## config.mk

```make
export PLATFORM = sky130hd
export DESIGN_NAME = ll_desc_loader
export DESIGN_NICKNAME = d
export VERILOG_FILES = /design/src/rtl/ll_desc_pkg.sv /design/src/rtl/ll_node_fetch.sv /design/src/rtl/ll_chain_ctrl.sv /design/src/rtl/ll_desc_loader.sv
export SDC_FILE = /design/constraint.sdc
export NUM_CORES = 1
export LEC_CHECK = 0
export ABC_CLOCK_PERIOD_IN_PS = 2100
export BUFFER_PORTS_ARGS = -buffer_cell sky130_fd_sc_hd__buf_4
export CORE_UTILIZATION = 58
export DETAILED_ROUTE_END_ITERATION = 16
export GPL_TIMING_DRIVEN = 0
export PLACE_DENSITY = 0.8
export SETUP_SLACK_MARGIN = 0.3
export SLEW_MARGIN = 15
export SYNTH_ARGS = -nofsm -noshare
export SYNTH_HDL_FRONTEND = slang
export SYNTH_HIERARCHICAL = 1
export SYNTH_SLANG_ARGS = --single-unit
```

## constraint.sdc

```tcl
create_clock -name clk -period 2.1 [get_ports clk]
set_input_delay 0 -clock clk [delete_from_list [all_inputs] [get_ports clk]]
set_output_delay 0 -clock clk [all_outputs]
set_load 0.05 [all_outputs]
```

## src/rtl/ll_desc_pkg.sv

```systemverilog
package ll_desc_pkg;

    // node layout: word index within a node, fixed by the read order
    localparam int unsigned NODE_WORDS = 4;
    localparam int unsigned W_SRC      = 0;
    localparam int unsigned W_DST      = 1;
    localparam int unsigned W_CTL      = 2;
    localparam int unsigned W_LINK     = 3;

    typedef enum logic [1:0] {
        F_IDLE,
        F_REQ,
        F_RSP
    } fetch_st_e;

    typedef enum logic [1:0] {
        C_IDLE,
        C_FETCH,
        C_ISSUE,
        C_RUN
    } chain_st_e;

endpackage

```

## src/rtl/ll_node_fetch.sv

```systemverilog
module ll_node_fetch
    import ll_desc_pkg::*;
#(
    parameter int unsigned ADDR_W = 32,
    parameter int unsigned DATA_W = 32
) (
    input  logic                                 clk,
    input  logic                                 rst_n,
    input  logic                                 go_i,
    input  logic [ADDR_W-1:0]                    base_i,
    output logic                                 req_valid_o,
    input  logic                                 req_ready_i,
    output logic [ADDR_W-1:0]                    req_addr_o,
    input  logic                                 rsp_valid_i,
    output logic                                 rsp_ready_o,
    input  logic [DATA_W-1:0]                    rsp_data_i,
    input  logic                                 rsp_err_i,
    output logic                                 node_done_o,
    output logic                                 node_err_o,
    output logic [NODE_WORDS-1:0][DATA_W-1:0]    node_o
);

    localparam int unsigned IDX_W      = $clog2(NODE_WORDS);
    localparam int unsigned WORD_BYTES = DATA_W / 8;
    localparam logic [IDX_W-1:0] LAST_IDX = IDX_W'(NODE_WORDS - 1);

    typedef struct packed {
        fetch_st_e                          st;
        logic [IDX_W-1:0]                   idx;
        logic [ADDR_W-1:0]                  base;
        logic [NODE_WORDS-1:0][DATA_W-1:0]  words;
        logic                               done;
        logic                               err;
    } fetch_regs_t;

    fetch_regs_t fr_d, fr_q;

    always_comb begin
        fr_d      = fr_q;
        fr_d.done = 1'b0;
        fr_d.err  = 1'b0;
        case (fr_q.st)
            F_IDLE: begin
                if (go_i) begin
                    fr_d.base = base_i;
                    fr_d.idx  = '0;
                    fr_d.st   = F_REQ;
                end
            end
            F_REQ: begin
                if (req_ready_i) fr_d.st = F_RSP;
            end
            F_RSP: begin
                if (rsp_valid_i) begin
                    if (rsp_err_i) begin
                        fr_d.err = 1'b1;
                        fr_d.st  = F_IDLE;
                    end else begin
                        fr_d.words[fr_q.idx] = rsp_data_i;
                        if (fr_q.idx == LAST_IDX) begin
                            fr_d.done = 1'b1;
                            fr_d.st   = F_IDLE;
                        end else begin
                            fr_d.idx = fr_q.idx + 1'b1;
                            fr_d.st  = F_REQ;
                        end
                    end
                end
            end
            default: fr_d.st = F_IDLE;
        endcase
    end

    always_ff @(posedge clk) begin
        if (!rst_n) fr_q <= '0;
        else        fr_q <= fr_d;
    end

    assign req_valid_o = (fr_q.st == F_REQ);
    assign rsp_ready_o = (fr_q.st == F_RSP);
    assign req_addr_o  = fr_q.base + ADDR_W'(fr_q.idx) * ADDR_W'(WORD_BYTES);
    assign node_done_o = fr_q.done;
    assign node_err_o  = fr_q.err;
    assign node_o      = fr_q.words;

    // a stalled request keeps its address
    a_r3_req_hold: assert property (@(posedge clk) disable iff (!rst_n)
        req_valid_o && !req_ready_i |=> req_valid_o && $stable(req_addr_o));

    // a node is complete only right after an accepted good response
    a_r2_done_after_rsp: assert property (@(posedge clk) disable iff (!rst_n)
        node_done_o |-> $past(rsp_valid_i && rsp_ready_o && !rsp_err_i));

endmodule

```

## src/rtl/ll_chain_ctrl.sv

```systemverilog
module ll_chain_ctrl
    import ll_desc_pkg::*;
#(
    parameter int unsigned ADDR_W = 32,
    parameter int unsigned DATA_W = 32
) (
    input  logic                                 clk,
    input  logic                                 rst_n,
    input  logic                                 start_i,
    input  logic [ADDR_W-1:0]                    head_i,
    output logic                                 go_o,
    output logic [ADDR_W-1:0]                    base_o,
    input  logic                                 node_done_i,
    input  logic                                 node_err_i,
    input  logic [NODE_WORDS-1:0][DATA_W-1:0]    node_i,
    input  logic                                 xfer_done_i,
    output logic                                 cfg_load_o,
    output logic                                 xfer_start_o,
    output logic [DATA_W-1:0]                    cfg_src_o,
    output logic [DATA_W-1:0]                    cfg_dst_o,
    output logic [DATA_W-1:0]                    cfg_ctrl_o,
    output logic                                 busy_o,
    output logic                                 list_done_o,
    output logic                                 cfg_err_o
);

    typedef struct packed {
        chain_st_e          st;
        logic [ADDR_W-1:0]  head;
        logic [ADDR_W-1:0]  link;
        logic [DATA_W-1:0]  src;
        logic [DATA_W-1:0]  dst;
        logic [DATA_W-1:0]  ctl;
        logic               go;
        logic [ADDR_W-1:0]  base;
        logic               fin;
        logic               err;
    } chain_regs_t;

    chain_regs_t cr_d, cr_q;

    always_comb begin
        cr_d     = cr_q;
        cr_d.go  = 1'b0;
        cr_d.fin = 1'b0;
        case (cr_q.st)
            C_IDLE: begin
                if (start_i) begin
                    cr_d.head = head_i;
                    cr_d.base = head_i;
                    cr_d.go   = 1'b1;
                    cr_d.err  = 1'b0;
                    cr_d.st   = C_FETCH;
                end
            end
            C_FETCH: begin
                if (node_err_i) begin
                    cr_d.err = 1'b1;
                    cr_d.st  = C_IDLE;
                end else if (node_done_i) begin
                    cr_d.src  = node_i[W_SRC];
                    cr_d.dst  = node_i[W_DST];
                    cr_d.ctl  = node_i[W_CTL];
                    cr_d.link = node_i[W_LINK][ADDR_W-1:0];
                    cr_d.st   = C_ISSUE;
                end
            end
            C_ISSUE: cr_d.st = C_RUN;
            C_RUN: begin
                if (xfer_done_i) begin
                    if (cr_q.link == cr_q.head) begin
                        cr_d.fin = 1'b1;
                        cr_d.st  = C_IDLE;
                    end else begin
                        cr_d.base = cr_q.link;
                        cr_d.go   = 1'b1;
                        cr_d.st   = C_FETCH;
                    end
                end
            end
            default: cr_d.st = C_IDLE;
        endcase
    end

    always_ff @(posedge clk) begin
        if (!rst_n) cr_q <= '0;
        else        cr_q <= cr_d;
    end

    assign go_o         = cr_q.go;
    assign base_o       = cr_q.base;
    assign cfg_load_o   = (cr_q.st == C_ISSUE);
    assign xfer_start_o = (cr_q.st == C_ISSUE);
    assign cfg_src_o    = cr_q.src;
    assign cfg_dst_o    = cr_q.dst;
    assign cfg_ctrl_o   = cr_q.ctl;
    assign busy_o       = (cr_q.st != C_IDLE);
    assign list_done_o  = cr_q.fin;
    assign cfg_err_o    = cr_q.err;

    // a load follows a completed node fetch
    a_r4_load_follows_node: assert property (@(posedge clk) disable iff (!rst_n)
        $rose(cfg_load_o) |-> $past(node_done_i));

    // the load pulse lasts one cycle
    a_r4_single_pulse: assert property (@(posedge clk) disable iff (!rst_n)
        cfg_load_o |=> !cfg_load_o);

    // list-done only after a transfer-done, with busy already low
    a_r6_done_after_xfer: assert property (@(posedge clk) disable iff (!rst_n)
        list_done_o |-> $past(xfer_done_i) && !busy_o);

    // an aborted node is never loaded
    a_r7_err_no_load: assert property (@(posedge clk) disable iff (!rst_n)
        node_err_i |=> !cfg_load_o);

    // the head address does not move while a chain runs
    a_r8_head_stable: assert property (@(posedge clk) disable iff (!rst_n)
        busy_o && $past(busy_o) |-> $stable(cr_q.head));

endmodule

```

## src/rtl/ll_desc_loader.sv

```systemverilog
module ll_desc_loader
    import ll_desc_pkg::*;
#(
    parameter int unsigned ADDR_W = 32,
    parameter int unsigned DATA_W = 32
) (
    input  logic              clk,
    input  logic              rst_n,
    input  logic              start_i,
    input  logic [ADDR_W-1:0] head_ptr_i,
    output logic              rd_req_valid_o,
    input  logic              rd_req_ready_i,
    output logic [ADDR_W-1:0] rd_req_addr_o,
    input  logic              rd_rsp_valid_i,
    output logic              rd_rsp_ready_o,
    input  logic [DATA_W-1:0] rd_rsp_data_i,
    input  logic              rd_rsp_err_i,
    output logic              cfg_load_o,
    output logic [DATA_W-1:0] cfg_src_o,
    output logic [DATA_W-1:0] cfg_dst_o,
    output logic [DATA_W-1:0] cfg_ctrl_o,
    output logic              xfer_start_o,
    input  logic              xfer_done_i,
    output logic              busy_o,
    output logic              list_done_o,
    output logic              cfg_err_o
);

    logic                              go;
    logic [ADDR_W-1:0]                 base;
    logic                              node_done;
    logic                              node_err;
    logic [NODE_WORDS-1:0][DATA_W-1:0] node;

    ll_node_fetch #(
        .ADDR_W (ADDR_W),
        .DATA_W (DATA_W)
    ) u_fetch (
        .clk         (clk),
        .rst_n       (rst_n),
        .go_i        (go),
        .base_i      (base),
        .req_valid_o (rd_req_valid_o),
        .req_ready_i (rd_req_ready_i),
        .req_addr_o  (rd_req_addr_o),
        .rsp_valid_i (rd_rsp_valid_i),
        .rsp_ready_o (rd_rsp_ready_o),
        .rsp_data_i  (rd_rsp_data_i),
        .rsp_err_i   (rd_rsp_err_i),
        .node_done_o (node_done),
        .node_err_o  (node_err),
        .node_o      (node)
    );

    ll_chain_ctrl #(
        .ADDR_W (ADDR_W),
        .DATA_W (DATA_W)
    ) u_ctrl (
        .clk          (clk),
        .rst_n        (rst_n),
        .start_i      (start_i),
        .head_i       (head_ptr_i),
        .go_o         (go),
        .base_o       (base),
        .node_done_i  (node_done),
        .node_err_i   (node_err),
        .node_i       (node),
        .xfer_done_i  (xfer_done_i),
        .cfg_load_o   (cfg_load_o),
        .xfer_start_o (xfer_start_o),
        .cfg_src_o    (cfg_src_o),
        .cfg_dst_o    (cfg_dst_o),
        .cfg_ctrl_o   (cfg_ctrl_o),
        .busy_o       (busy_o),
        .list_done_o  (list_done_o),
        .cfg_err_o    (cfg_err_o)
    );

endmodule

```

==> flow_metrics.env <==
export IMPL_swShare=0.281
export IMPL_cp_end_kind="output port"
export IMPL_max_slew_margin_rel=0.265
export IMPL_ys_warnings_count=6
export IMPL_grt_usage=0.327
export IMPL_synth_async_sr_flop_share=0
export IMPL_timing_rr_start="u_ctrl/cr_q[150]"
export IMPL_grt_pass1_wl_mm=74.0
export IMPL_die_h_um=171
export IMPL_final_period_utilization=1.22
export IMPL_wirelength_mm=50.0
export IMPL_antenna_left=0
export IMPL_cts_tree="built"
export IMPL_final_hold_viol_count=0
export IMPL_outcome="finished, violations left"
export IMPL_total_power_mw=18.3
export IMPL_vias_per_cell=5.34
export IMPL_grt_ovfl_total=0
export IMPL_core_area_um2=28000
export IMPL_p_int_mw=13.2
export IMPL_holdWs_ns=0.0600
export IMPL_worstMarginPinSlew_ns=1.10
export IMPL_synth_top_cells_by_count="nand2_1, dfxtp_1, a21boi_1, buf_4, clkbuf_1"
export IMPL_syn2layout_area_growth_pct=33.5
export IMPL_cts_sinks=363
export IMPL_gp_congestion=0.909
export IMPL_dr_pass1_iters=5
export IMPL_clkPwrFrac=0.365
export IMPL_hold_path_class="input pin to register"
export IMPL_synth_avg_cell_area_um2=8.28
export IMPL_wl_per_cell_um=18.2
export IMPL_die_w_um=171
export IMPL_synth_edff_count=0
export IMPL_synth_cell_type_count=45
export IMPL_layout_setup_ws_ns=-0.458
export IMPL_diodes=0
export IMPL_synthCells=2007
export IMPL_final_area_um2=22200
export IMPL_p_per_area_nw_per_um2=826
export IMPL_switching_power_mw=5.14
export IMPL_post_route_util=0.792
export IMPL_port_buffers=204
export IMPL_num_fill_cells=1798
export IMPL_leakage_nw=8.96
export IMPL_syn_area_um2=16600
export IMPL_yosysTopAreaCell="dfxtp_1"
export IMPL_yosys_cell_count_top_type="nand2_1"
export IMPL_drv_slew=0
export IMPL_cts_htree_levels=2
export IMPL_rrSetupSlack_ns=0.11
export IMPL_setup_viol=26
export IMPL_ys_seq_area_frac=0.437
export IMPL_fin_worst_skew_ns=0.0173
export IMPL_drt_initial_drc_count=1096
export IMPL_cp_endpoint="rd_req_addr_o[31]"
export IMPL_clock_path_buffers=3
export IMPL_post_route_min_period_ns=2.56
export IMPL_ir_drop_uv=464
export IMPL_fp_row_count=61
export IMPL_cts_root_buffer="clkbuf_16"
export IMPL_place_hpwl_mm=32.3
export IMPL_maxCapViolCount=0
export IMPL_cp_data_arrival_time_ns=2.56
export IMPL_r2r_cells=9
export IMPL_startpoint_type="register"
export IMPL_pwr_share_comb=0.207
export IMPL_vias=14700
export IMPL_yosysTopAreaCellShare=0.437
export IMPL_fmax_mhz=391
export IMPL_grt_start_max_net_pins=15
export IMPL_clk_pin_slew_ns=0.06
export IMPL_violations="negative setup slack"
export IMPL_drc=0
export IMPL_drive_gt1_frac=0.343
export IMPL_io_pins=206
export IMPL_clkLatencyLatePin_ns=0.52
export IMPL_start_util=0.594
export IMPL_holdPathStages=2
export IMPL_synth_area_leaders="dfxtp_1, nand2_1, a21boi_1"
export IMPL_dpl_cell_area_um2=18900
export IMPL_grt_pass1_vias=14000
export IMPL_synth_seq_cells=363
export IMPL_dieArea_um2=29300
export IMPL_crit_start="u_fetch/fr_q[147]"
export IMPL_critical_path_class="register to output port"
export IMPL_timing_rr_end="u_ctrl/base_o[5]"
export IMPL_cts_buffers=37
export IMPL_synth_main_ff_cell="dfxtp_1"
export IMPL_seqPwrFrac=0.429
export IMPL_antenna_found_initial=0
export IMPL_critical_path_peak_fanout=5
export IMPL_syn_nets=2089
export IMPL_grt_setup_unrepaired="true"
export IMPL_layout_nets=2432
export IMPL_critPathRequiredTime_ns=2.10
## flip-flops by register name (all words and copies together), names as in the netlist, named ones only
signal / count
u_fetch/fr_q: 36
u_fetch/node_o: 128
u_ctrl/cfg_ctrl_o: 32
u_ctrl/cfg_dst_o: 32
u_ctrl/base_o: 32
u_ctrl/cr_q: 65
u_fetch/node_err_o: 1
u_ctrl/cfg_err_o: 1
u_ctrl/go_o: 1
u_ctrl/cfg_src_o: 32
u_fetch/node_done_o: 1
u_ctrl/list_done_o: 1
## layout by cell type (no fill, tap or decap), types with 4 or more instances in the layout
cell type / n
buf_2: 9
clkinv_2: 5
nand2_2: 6
clkbuf_1: 46
xnor2_2: 25
clkbuf_2: 35
dfxtp_1: 324
nand2_1: 658
a22oi_2: 12
and2_1: 6
clkbuf_16: 39
a21boi_0: 40
clkbuf_8: 10
nor2_1: 6
inv_1: 13
a21oi_4: 13
dlygate4sd3_1: 72
nand3_1: 6
nand4_1: 18
o21ai_0: 4
nor2_2: 4
nor2b_1: 4
a22oi_1: 20
clkbuf_4: 8
buf_4: 459
xnor2_1: 20
buf_6: 50
dfxtp_4: 5
buf_8: 9
dfxtp_2: 34
ha_1: 7
a21oi_1: 15
a21boi_1: 282
xor2_2: 4
a21oi_2: 42
nand3_2: 5
xnor2_4: 10
## worst max-delay path: stages, from the launching register on
cell and delay [ns]:
dfxtp_1 0.50, nand4_1 0.37, nor2_2 0.36, nand4_1 0.37, xnor2_4 0.25, buf_6 0.18
## worst min path at each step
stage,start,end
2_1_floorplan,xfer_done_i,u_ctrl/list_done_o
3_3_place_gp,head_ptr_i[5],u_ctrl/cr_q[168]
3_5_place_dp,head_ptr_i[3],u_ctrl/cr_q[166]
4_1_cts,rst_n,u_fetch/node_o[11]
5_1_grt,rst_n,u_fetch/node_o[11]
6_report,rst_n,u_fetch/node_o[11]
## per-stage QoR
step / TNS [ns] / std cells / setup WS (ns)
3_5_place_dp: -22.81 / 2589 / -0.307
2_1_floorplan: 0 / 2007 / 0.0688
6_report: -7.24 / 2752 / -0.458
3_3_place_gp: -16.01 / 2589 / -0.227
5_1_grt: -9.09 / 2752 / -0.519
4_1_cts: -5.15 / 2749 / -0.355
## metal layers
metal / GRT usage / wire [um] / vias up
met5: 0 / 0 / -
met3: 0.0416 / 3360 / 143
met4: 0.170 / 2680 / 0
li1: - / - / 6949
met2: 0.547 / 23700 / 601
met1: 0.411 / 20200 / 6991
## final cells by class
cell class / count / area [um^2] / area share
timing repair buffer: 304 / 2670 / 0.120
buffer: 384 / 2720 / 0.122
inverter: 13 / 48.8 / 0.00220
sequential: 363 / 7330 / 0.330
multi-input combinational: 1247 / 7720 / 0.348
clock buffer: 54 / 1130 / 0.0510
clock inverter: 9 / 101 / 0.00457
tap: 378 / 473 / 0.0213
## logic make-up after synthesis
kind of cell    after synthesis  synth area share
fa+ha+maj                    11           0.00873
buf+inv                     397             0.156
xor+xnor                     60            0.0316
compound gates              436             0.186
simple gates                740             0.181
flops                       363             0.437
## repair_timing
| action | 4_1_cts | 5_1_grt |
|---|---|---|
| setup endpoints to repair | 243 | 322 |
| pin swaps | 24 | 32 |
| resized for setup | 187 | 156 |
| hold buffers | 72 | 0 |
| buffers inserted | 20 | 3 |
| hold endpoints to repair | 202 | 0 |
| gates cloned | 5 | 0 |
## power by group through the flow
stage	logic (mW)	clock network (mW)	registers, mW
finish	3.79	6.68	7.86
global route	3.96	7.03	7.89
CTS	3.35	6.71	7.76
detailed placement	2.61	0	7.84
global placement	2.57	0	7.82
floorplan	1.93	0	7.76
Power figures use the tool's default switching activity.
